## config.mk

```make
export PLATFORM = sky130hd
export DESIGN_NAME = es_resync_parser
export DESIGN_NICKNAME = d
export VERILOG_FILES = /design/src/rtl/es_pkg.sv /design/src/rtl/es_sc_detect.sv /design/src/rtl/es_layer_track.sv /design/src/rtl/es_out_stage.sv /design/src/rtl/es_resync_parser.sv
export SDC_FILE = /design/constraint.sdc
export NUM_CORES = 1
export LEC_CHECK = 0
export ABC_AREA = 1
export BUFFER_PORTS_ARGS = -buffer_cell sky130_fd_sc_hd__buf_2
export CORE_MARGIN = 1
export CORE_UTILIZATION = 30
export DETAILED_ROUTE_END_ITERATION = 16
export GPL_ROUTABILITY_DRIVEN = 0
export GPL_TIMING_DRIVEN = 0
export SLEW_MARGIN = 20
export SYNTH_ARGS = -nofsm -noshare
export SYNTH_HDL_FRONTEND = slang
export SYNTH_SLANG_ARGS = --single-unit
```

## constraint.sdc

```tcl
create_clock -name clk -period 4.51 [get_ports clk]
set_clock_uncertainty 0.1 [all_clocks]
set_input_delay 0.6765 -clock clk [delete_from_list [all_inputs] [get_ports clk]]
set_output_delay 0.6765 -clock clk [all_outputs]
set_load 0.02 [all_outputs]
```

## src/rtl/es_pkg.sv

```systemverilog
package es_pkg;

   typedef enum logic [1:0] {
      ST_HUNT   = 2'd0,
      ST_HEADER = 2'd1,
      ST_WAIT   = 2'd2,
      ST_DECODE = 2'd3
   } pst_e;

   typedef enum logic [2:0] {
      LY_NONE    = 3'd0,
      LY_SEQ     = 3'd1,
      LY_SEQ_EXT = 3'd2,
      LY_GOP     = 3'd3,
      LY_USER    = 3'd4,
      LY_PIC     = 3'd5,
      LY_PIC_EXT = 3'd6
   } layer_e;

   typedef enum logic [2:0] {
      CK_OTHER = 3'd0,
      CK_SEQ   = 3'd1,
      CK_PIC   = 3'd2,
      CK_GOP   = 3'd3,
      CK_USER  = 3'd4,
      CK_EXT   = 3'd5,
      CK_SLICE = 3'd6
   } kind_e;

   localparam logic [7:0] CODE_SEQ      = 8'hB3;
   localparam logic [7:0] CODE_PIC      = 8'h00;
   localparam logic [7:0] CODE_GOP      = 8'hB8;
   localparam logic [7:0] CODE_USER     = 8'hB2;
   localparam logic [7:0] CODE_EXT      = 8'hB5;
   localparam logic [7:0] CODE_SLICE_LO = 8'h01;
   localparam logic [7:0] CODE_SLICE_HI = 8'hAF;

   function automatic kind_e classify(input logic [7:0] code);
      kind_e k;
      if (code == CODE_SEQ)       k = CK_SEQ;
      else if (code == CODE_PIC)  k = CK_PIC;
      else if (code == CODE_GOP)  k = CK_GOP;
      else if (code == CODE_USER) k = CK_USER;
      else if (code == CODE_EXT)  k = CK_EXT;
      else if (code >= CODE_SLICE_LO && code <= CODE_SLICE_HI) k = CK_SLICE;
      else k = CK_OTHER;
      return k;
   endfunction

endpackage

```

## src/rtl/es_sc_detect.sv

```systemverilog
module es_sc_detect #(
   parameter int DATA_W    = 8,
   parameter int MIN_ZEROS = 2
) (
   input  logic              clk,
   input  logic              rst_n,
   input  logic              clr,
   input  logic              fire,
   input  logic [DATA_W-1:0] din,
   output logic              code_hit
);
   localparam int ZC_W = $clog2(MIN_ZEROS + 1);
   localparam logic [ZC_W-1:0] ZC_MAX = ZC_W'(MIN_ZEROS);

   if (MIN_ZEROS < 2) begin : g_bad_zeros
      $error("es_sc_detect: MIN_ZEROS must be at least 2");
   end
   if (DATA_W != 8) begin : g_bad_width
      $error("es_sc_detect: DATA_W must be 8");
   end

   logic [ZC_W-1:0] zcnt_q;
   logic            pfx_q;
   logic            is_zero;
   logic            is_one;

   assign is_zero  = (din == '0);
   assign is_one   = (din == DATA_W'(1));
   assign code_hit = fire && pfx_q && !clr;

   always_ff @(posedge clk or negedge rst_n) begin
      if (!rst_n) begin
         zcnt_q <= '0;
         pfx_q  <= 1'b0;
      end else if (clr) begin
         zcnt_q <= '0;
         pfx_q  <= 1'b0;
      end else if (fire) begin
         if (pfx_q) begin
            pfx_q  <= 1'b0;
            zcnt_q <= '0;
         end else if (is_zero) begin
            if (zcnt_q != ZC_MAX) zcnt_q <= zcnt_q + 1'b1;
         end else if (is_one && zcnt_q == ZC_MAX) begin
            pfx_q  <= 1'b1;
            zcnt_q <= '0;
         end else begin
            zcnt_q <= '0;
         end
      end
   end
endmodule

```

## src/rtl/es_layer_track.sv

```systemverilog
module es_layer_track
   import es_pkg::*;
(
   input  logic   clk,
   input  logic   rst_n,
   input  logic   clr,
   input  logic   upd,
   input  kind_e  kind,
   output layer_e layer,
   output logic   pic_seen
);
   layer_e layer_q;
   layer_e layer_d;

   always_comb begin
      layer_d = layer_q;
      if (upd) begin
         case (kind)
            CK_SEQ:  layer_d = LY_SEQ;
            CK_GOP:  layer_d = LY_GOP;
            CK_USER: layer_d = LY_USER;
            CK_PIC:  layer_d = LY_PIC;
            CK_EXT: begin
               if (layer_q == LY_SEQ)      layer_d = LY_SEQ_EXT;
               else if (layer_q == LY_PIC) layer_d = LY_PIC_EXT;
            end
            default: layer_d = layer_q;
         endcase
      end
   end

   always_ff @(posedge clk or negedge rst_n) begin
      if (!rst_n)   layer_q <= LY_NONE;
      else if (clr) layer_q <= LY_NONE;
      else          layer_q <= layer_d;
   end

   assign layer    = layer_q;
   assign pic_seen = (layer_q == LY_PIC) || (layer_q == LY_PIC_EXT);
endmodule

```

## src/rtl/es_out_stage.sv

```systemverilog
module es_out_stage #(
   parameter int W       = 9,
   parameter bit OUT_REG = 1'b1
) (
   input  logic         clk,
   input  logic         rst_n,
   input  logic [W-1:0] d,
   output logic [W-1:0] q
);
   if (W < 1) begin : g_bad_w
      $error("es_out_stage: W must be positive");
   end

   if (OUT_REG) begin : g_reg
      logic [W-1:0] q_r;
      always_ff @(posedge clk or negedge rst_n) begin
         if (!rst_n) q_r <= '0;
         else        q_r <= d;
      end
      assign q = q_r;
   end else begin : g_wire
      assign q = d;
   end
endmodule

```

## src/rtl/es_resync_parser.sv

```systemverilog
module es_resync_parser
   import es_pkg::*;
#(
   parameter int DATA_W    = 8,
   parameter int MIN_ZEROS = 2,
   parameter bit OUT_REG   = 1'b1
) (
   input  logic              clk,
   input  logic              rst_n,
   input  logic              resync,
   input  logic              decode_start,
   input  logic              in_valid,
   input  logic [DATA_W-1:0] in_data,
   output logic              in_ready,
   output logic              aux_wr_en,
   output logic [DATA_W-1:0] aux_wr_data,
   output logic              pay_valid,
   output logic [DATA_W-1:0] pay_data,
   output logic              pic_irq,
   output logic [1:0]        state_o,
   output logic [2:0]        layer_o
);
   localparam int BUS_W = DATA_W + 1;

   if (DATA_W != 8) begin : g_bad_width
      $error("es_resync_parser: start codes are defined on 8-bit bytes");
   end

   pst_e   state_q, state_d;
   logic   pend_q, pend_d;
   logic   fire, keep;
   logic   code_hit;
   kind_e  kind;
   layer_e layer;
   logic   pic_seen;
   logic   layer_upd;
   logic   boundary;

   assign in_ready = (state_q != ST_WAIT);
   assign fire     = in_valid && in_ready;
   assign keep     = fire && !resync;
   assign kind     = classify(in_data);

   es_sc_detect #(.DATA_W(DATA_W), .MIN_ZEROS(MIN_ZEROS)) u_det (
      .clk      (clk),
      .rst_n    (rst_n),
      .clr      (resync),
      .fire     (fire),
      .din      (in_data),
      .code_hit (code_hit)
   );

   assign layer_upd = code_hit &&
                      ((state_q == ST_HEADER) ||
                       (state_q == ST_HUNT && kind == CK_SEQ));

   es_layer_track u_layer (
      .clk      (clk),
      .rst_n    (rst_n),
      .clr      (resync),
      .upd      (layer_upd),
      .kind     (kind),
      .layer    (layer),
      .pic_seen (pic_seen)
   );

   assign boundary = code_hit && (state_q == ST_HEADER) &&
                     (kind == CK_SLICE) && pic_seen;

   always_comb begin
      state_d = state_q;
      if (resync) begin
         state_d = ST_HUNT;
      end else begin
         case (state_q)
            ST_HUNT:   if (code_hit && kind == CK_SEQ) state_d = ST_HEADER;
            ST_HEADER: if (boundary) state_d = ST_WAIT;
            ST_WAIT:   if (pend_q || decode_start) state_d = ST_DECODE;
            default:   state_d = state_q;
         endcase
      end
   end

   always_comb begin
      if (resync)
         pend_d = 1'b0;
      else if (state_q == ST_DECODE || (state_q == ST_WAIT && (pend_q || decode_start)))
         pend_d = 1'b0;
      else
         pend_d = pend_q || decode_start;
   end

   always_ff @(posedge clk or negedge rst_n) begin
      if (!rst_n) begin
         state_q <= ST_HUNT;
         pend_q  <= 1'b0;
      end else begin
         state_q <= state_d;
         pend_q  <= pend_d;
      end
   end

   logic [BUS_W-1:0] aux_d, aux_q, pay_d, pay_q;
   logic [0:0]       irq_d, irq_q;

   assign aux_d    = {keep && (state_q == ST_HEADER), in_data};
   assign pay_d    = {keep && (state_q == ST_DECODE), in_data};
   assign irq_d[0] = code_hit && (state_q == ST_HUNT) && (kind == CK_PIC);

   es_out_stage #(.W(BUS_W), .OUT_REG(OUT_REG)) u_aux_out (
      .clk (clk), .rst_n (rst_n), .d (aux_d), .q (aux_q)
   );
   es_out_stage #(.W(BUS_W), .OUT_REG(OUT_REG)) u_pay_out (
      .clk (clk), .rst_n (rst_n), .d (pay_d), .q (pay_q)
   );
   es_out_stage #(.W(1), .OUT_REG(OUT_REG)) u_irq_out (
      .clk (clk), .rst_n (rst_n), .d (irq_d), .q (irq_q)
   );

   assign aux_wr_en   = aux_q[DATA_W];
   assign aux_wr_data = aux_q[DATA_W-1:0];
   assign pay_valid   = pay_q[DATA_W];
   assign pay_data    = pay_q[DATA_W-1:0];
   assign pic_irq     = irq_q[0];
   assign state_o     = state_q;
   assign layer_o     = layer;
endmodule

```

==> Flow_metrics.wiki <==
{| class="wikitable"
! Metric !! Value
|-
| Result of the run || finished, final reports clean
|-
| Leak || 0.820 nW
|-
| Root buffer cell || clkbuf_8
|-
| WL final || around 2500 um
|-
| Class of the most critical setup path || flip-flop to output port
|-
| Die height || 65.2 um
|-
| Reg-to-Reg Start || state_o[0]
|-
| Largest fanout on the critical path || 5
|-
| Syn avg cell area || 7.63 um^2
|-
| TritonCTS clock tree || yes
|-
| Global-route wire length before repair || 4150 um
|-
| Instance area at placement || between 1000 and 1500 um^2
|-
| Count of buffers from port buffering || 37
|-
| Maximum vdd ir drop || 0.160 mV
|-
| Area added between synthesis and finish || 23.9%
|-
| Post-Syn Instances || 157
|-
| Count of nets after finishing || 217
|-
| Finished Cell Area || 1480 um^2
|-
| DRC violations left || 0
|-
| Total global routing track utilization || 12.5%
|-
| Number of vias per cell || 4.42
|-
| H-tree Lvls || 1
|-
| Largest area contributor in the synthesized netlist || dfrtp_1
|-
| Critical Path End Type || output port
|-
| Violation count after the first detailed-routing iteration || 63
|-
| Clk_lat worst skew || 260 ps
|-
| Share of synthesized registers carrying an async set or reset || 100%
|-
| I/O pin cnt || 38
|-
| Final Max Slew Viols || 0
|-
| Antenna violations before repair || 0
|-
| Proportion of netlist area held by the largest area contributor || 41.8%
|-
| Count of yosys warnings during synthesis || 0
|-
| Routed WL per cell || 10.0 um
|-
| Cell count of the worst reg-to-reg path || 10
|-
| Relative contribution of combinational cells to total power || 33.2%
|-
| Flop-to-flop setup slack || 2680 ps
|-
| Rel. slew slack || about 70%
|-
| Arrival time worst endpoint || 1280 ps
|-
| Via Count || 1083
|-
| Endpoint of the worst-slack reg-to-reg timing path || u_layer.layer[2]
|-
| Setup TNS Final || 0 ps
|-
| Share of final-layout standard cells stronger than drive strength 1 || a little under a third
|-
| Switching Power || 0.000175 W
|-
| Required time of the critical path || 3730 ps
|-
| Primary flip-flop cell chosen by synthesis mapping || dfrtp_1
|-
| Core footprint || around 3700 um^2
|-
| Number of synthesized flops with an enable pin || 0
|-
| Number of buffers inserted to repair setup after CTS || 0
|-
| Worst hold path class || primary input to async pin
|-
| Number of search-and-repair iterations in the first detailed-routing pass || 4
|-
| Effective utilization at floorplan || 32.0%
|-
| Die width || 65.2 um
|-
| Sequential-to-total area share from yosys stat || around two fifths
|-
| Row cnt || 22
|-
| Aggregate global routing overflow || 0
|-
| Count of final setup violators || 0
|-
| Cells taking the most area after synthesis || dfrtp_1 42%, nand2_1 12%, inv_1 8.2%, nor2_1 7.2%, buf_4 5.6%
|-
| Max-cap viol count || 0
|-
| Pin count of the biggest net entering global routing || 21
|-
| Maximum clock rate || between 400 and 500 MHz
|-
| Via count of the first global-routing pass || 991
|-
| Time the final worst path needs with I/O delays and setup || 2050 ps
|-
| CP startpoint kind || flip-flop
|-
| Power density normalized to cell area || 328 nW/um^2
|-
| Clock share of power || between 20% and 30%
|-
| Nets in the synthesized netlist || roughly 180
|-
| Number of nets with antenna violations after detailed routing || 0
|-
| Number of gates resized after cts || 0
|-
| Sequential share of power || 42.9%
|-
| Worst-margin pin slew || 449 ps
|-
| Die area || 4250 um^2
|-
| Flip-flop and latch count after synthesis || 20
|-
| CTS sink count || 20
|-
| Final HPWL from detailed placement || 1940 um
|-
| Number of buffers added by the clock tree synthesis step || 3
|-
| Number of library cell types mapped by synthesis || 22
|-
| Hold bufs inserted after CTS || 0
|-
| Int Pwr || 0.000312 W
|-
| Final clock period utilization by the worst path || a little under half
|-
| Final hold viol count || 0
|-
| Switching part of the total power || 36.0%
|-
| Cell area after synthesis || 1200 um^2
|-
| Worst-path clk slew || 70 ps
|-
| RSZ-0062 raised after global routing || no
|-
| N_diodes || 0
|-
| Buffer levels on the longest clock path || 2
|}
## placed cells by master, fill, tap and decap left out, drive strengths merged
master   n
ha       5
o32ai    1
nand4    5
nand3   12
clkbuf   3
nand2   40
a21boi   1
o21ai    3
a21oi    4
dfrtp   20
nor3     2
nor4     1
buf     46
inv     26
nor2    28
## power groups by stage
stage / sequential (W) / clock [W] / combinational [W]
final: 0.000209 / 0.000116 / 0.000162
after detailed placement: 0.000213 / 0 / 0.000162
after CTS: 0.000210 / 0.000121 / 0.000163
after global routing: 0.000212 / 0.000129 / 0.000186
after global placement: 0.000213 / 0 / 0.000160
after floorplan: 0.000228 / 0 / 0.0000957
## stage by stage
| stage | setup slack [ps] | utilization [%] | cells | total power [W] | hold WS, ps |
|---|---|---|---|---|---|
| after global routing | 2340 | 39.6 | 245 | 0.000527 | 297 |
| after detailed placement | 2630 | 38.5 | 242 | 0.000375 | 384 |
| after CTS | 2440 | 39.6 | 245 | 0.000494 | 275 |
| final | 2460 | 39.6 | 245 | 0.000487 | 255 |
| after global placement | 2650 | 38.5 | 242 | 0.000373 | 372 |
| after floorplan | 2740 | - | 157 | 0.000323 | 281 |
## area by class of cell
| class | count | area (um^2) |
|---|---|---|
| buffer | 9 | 67.6 |
| sequential | 20 | 500 |
| timing repair buffer | 37 | 185 |
| inverter | 26 | 97.6 |
| clock buffer | 3 | 41.3 |
| tap | 48 | 60.1 |
| multi-input combinational | 102 | 532 |
| fill | 414 | 2260 |
## kinds of logic (layout without fill, tap and decap cells)
logic type      Yosys count  in the layout  synth area share [%]
compound gates            9              9                  4.60
fa+ha+maj                 5              5                  5.22
buf+inv                  35             75                  13.8
flops                    20             20                  41.8
simple gates             88             88                  34.6
## sequential cells by signal (all words and copies together), names as in the netlist
register       count
u_det.zcnt_q       2
pend_q             1
state_o            2
u_layer.layer      3
u_aux_out.q        1
u_det.pfx_q        1
u_irq_out.q        1
u_pay_out.q        9
## critical path: stages (launching register included)
cell     delay (ps)
dfrtp_1         420
inv_1            80
ha_1            260
inv_1            90
buf_2           160
## cell usage after synthesis (2+ instances only)
cell and instances:
nand2_1 39, inv_1 26, nor2_1 23, dfrtp_1 20, buf_4 9, nand3_1 8
ha_1 5, nand3_2 4, nand4_1 4, nor2_2 4, a21oi_1 3, o21ai_0 2
## worst max path at each step
stage                           from         endpoint  slack (ps)  cells past startpoint
after floorplan           state_o[0]         in_ready        2740                      3
after global placement    in_data[2]       state_o[1]        2650                      9
after global routing      state_o[0]         in_ready        2340                      4
after detailed placement  in_data[0]  u_det.zcnt_q[1]        2630                      7
after CTS                 state_o[0]         in_ready        2440                      4
final                     state_o[0]         in_ready        2460                      4
## routing by layer
metal / vias to the layer above / share of wire [%] / wire, um / track usage, %
met5: - / 0 / 0 / 0
met4: 0 / 1.1 / 26 / 3.26
met3: 4 / 6.3 / 154 / 2.60
met2: 36 / 45 / 1100 / 21.1
met1: 484 / 48 / 1170 / 16.1
li1: 559 / - / - / -
No activity file was read; power rests on OpenSTA's default activity.
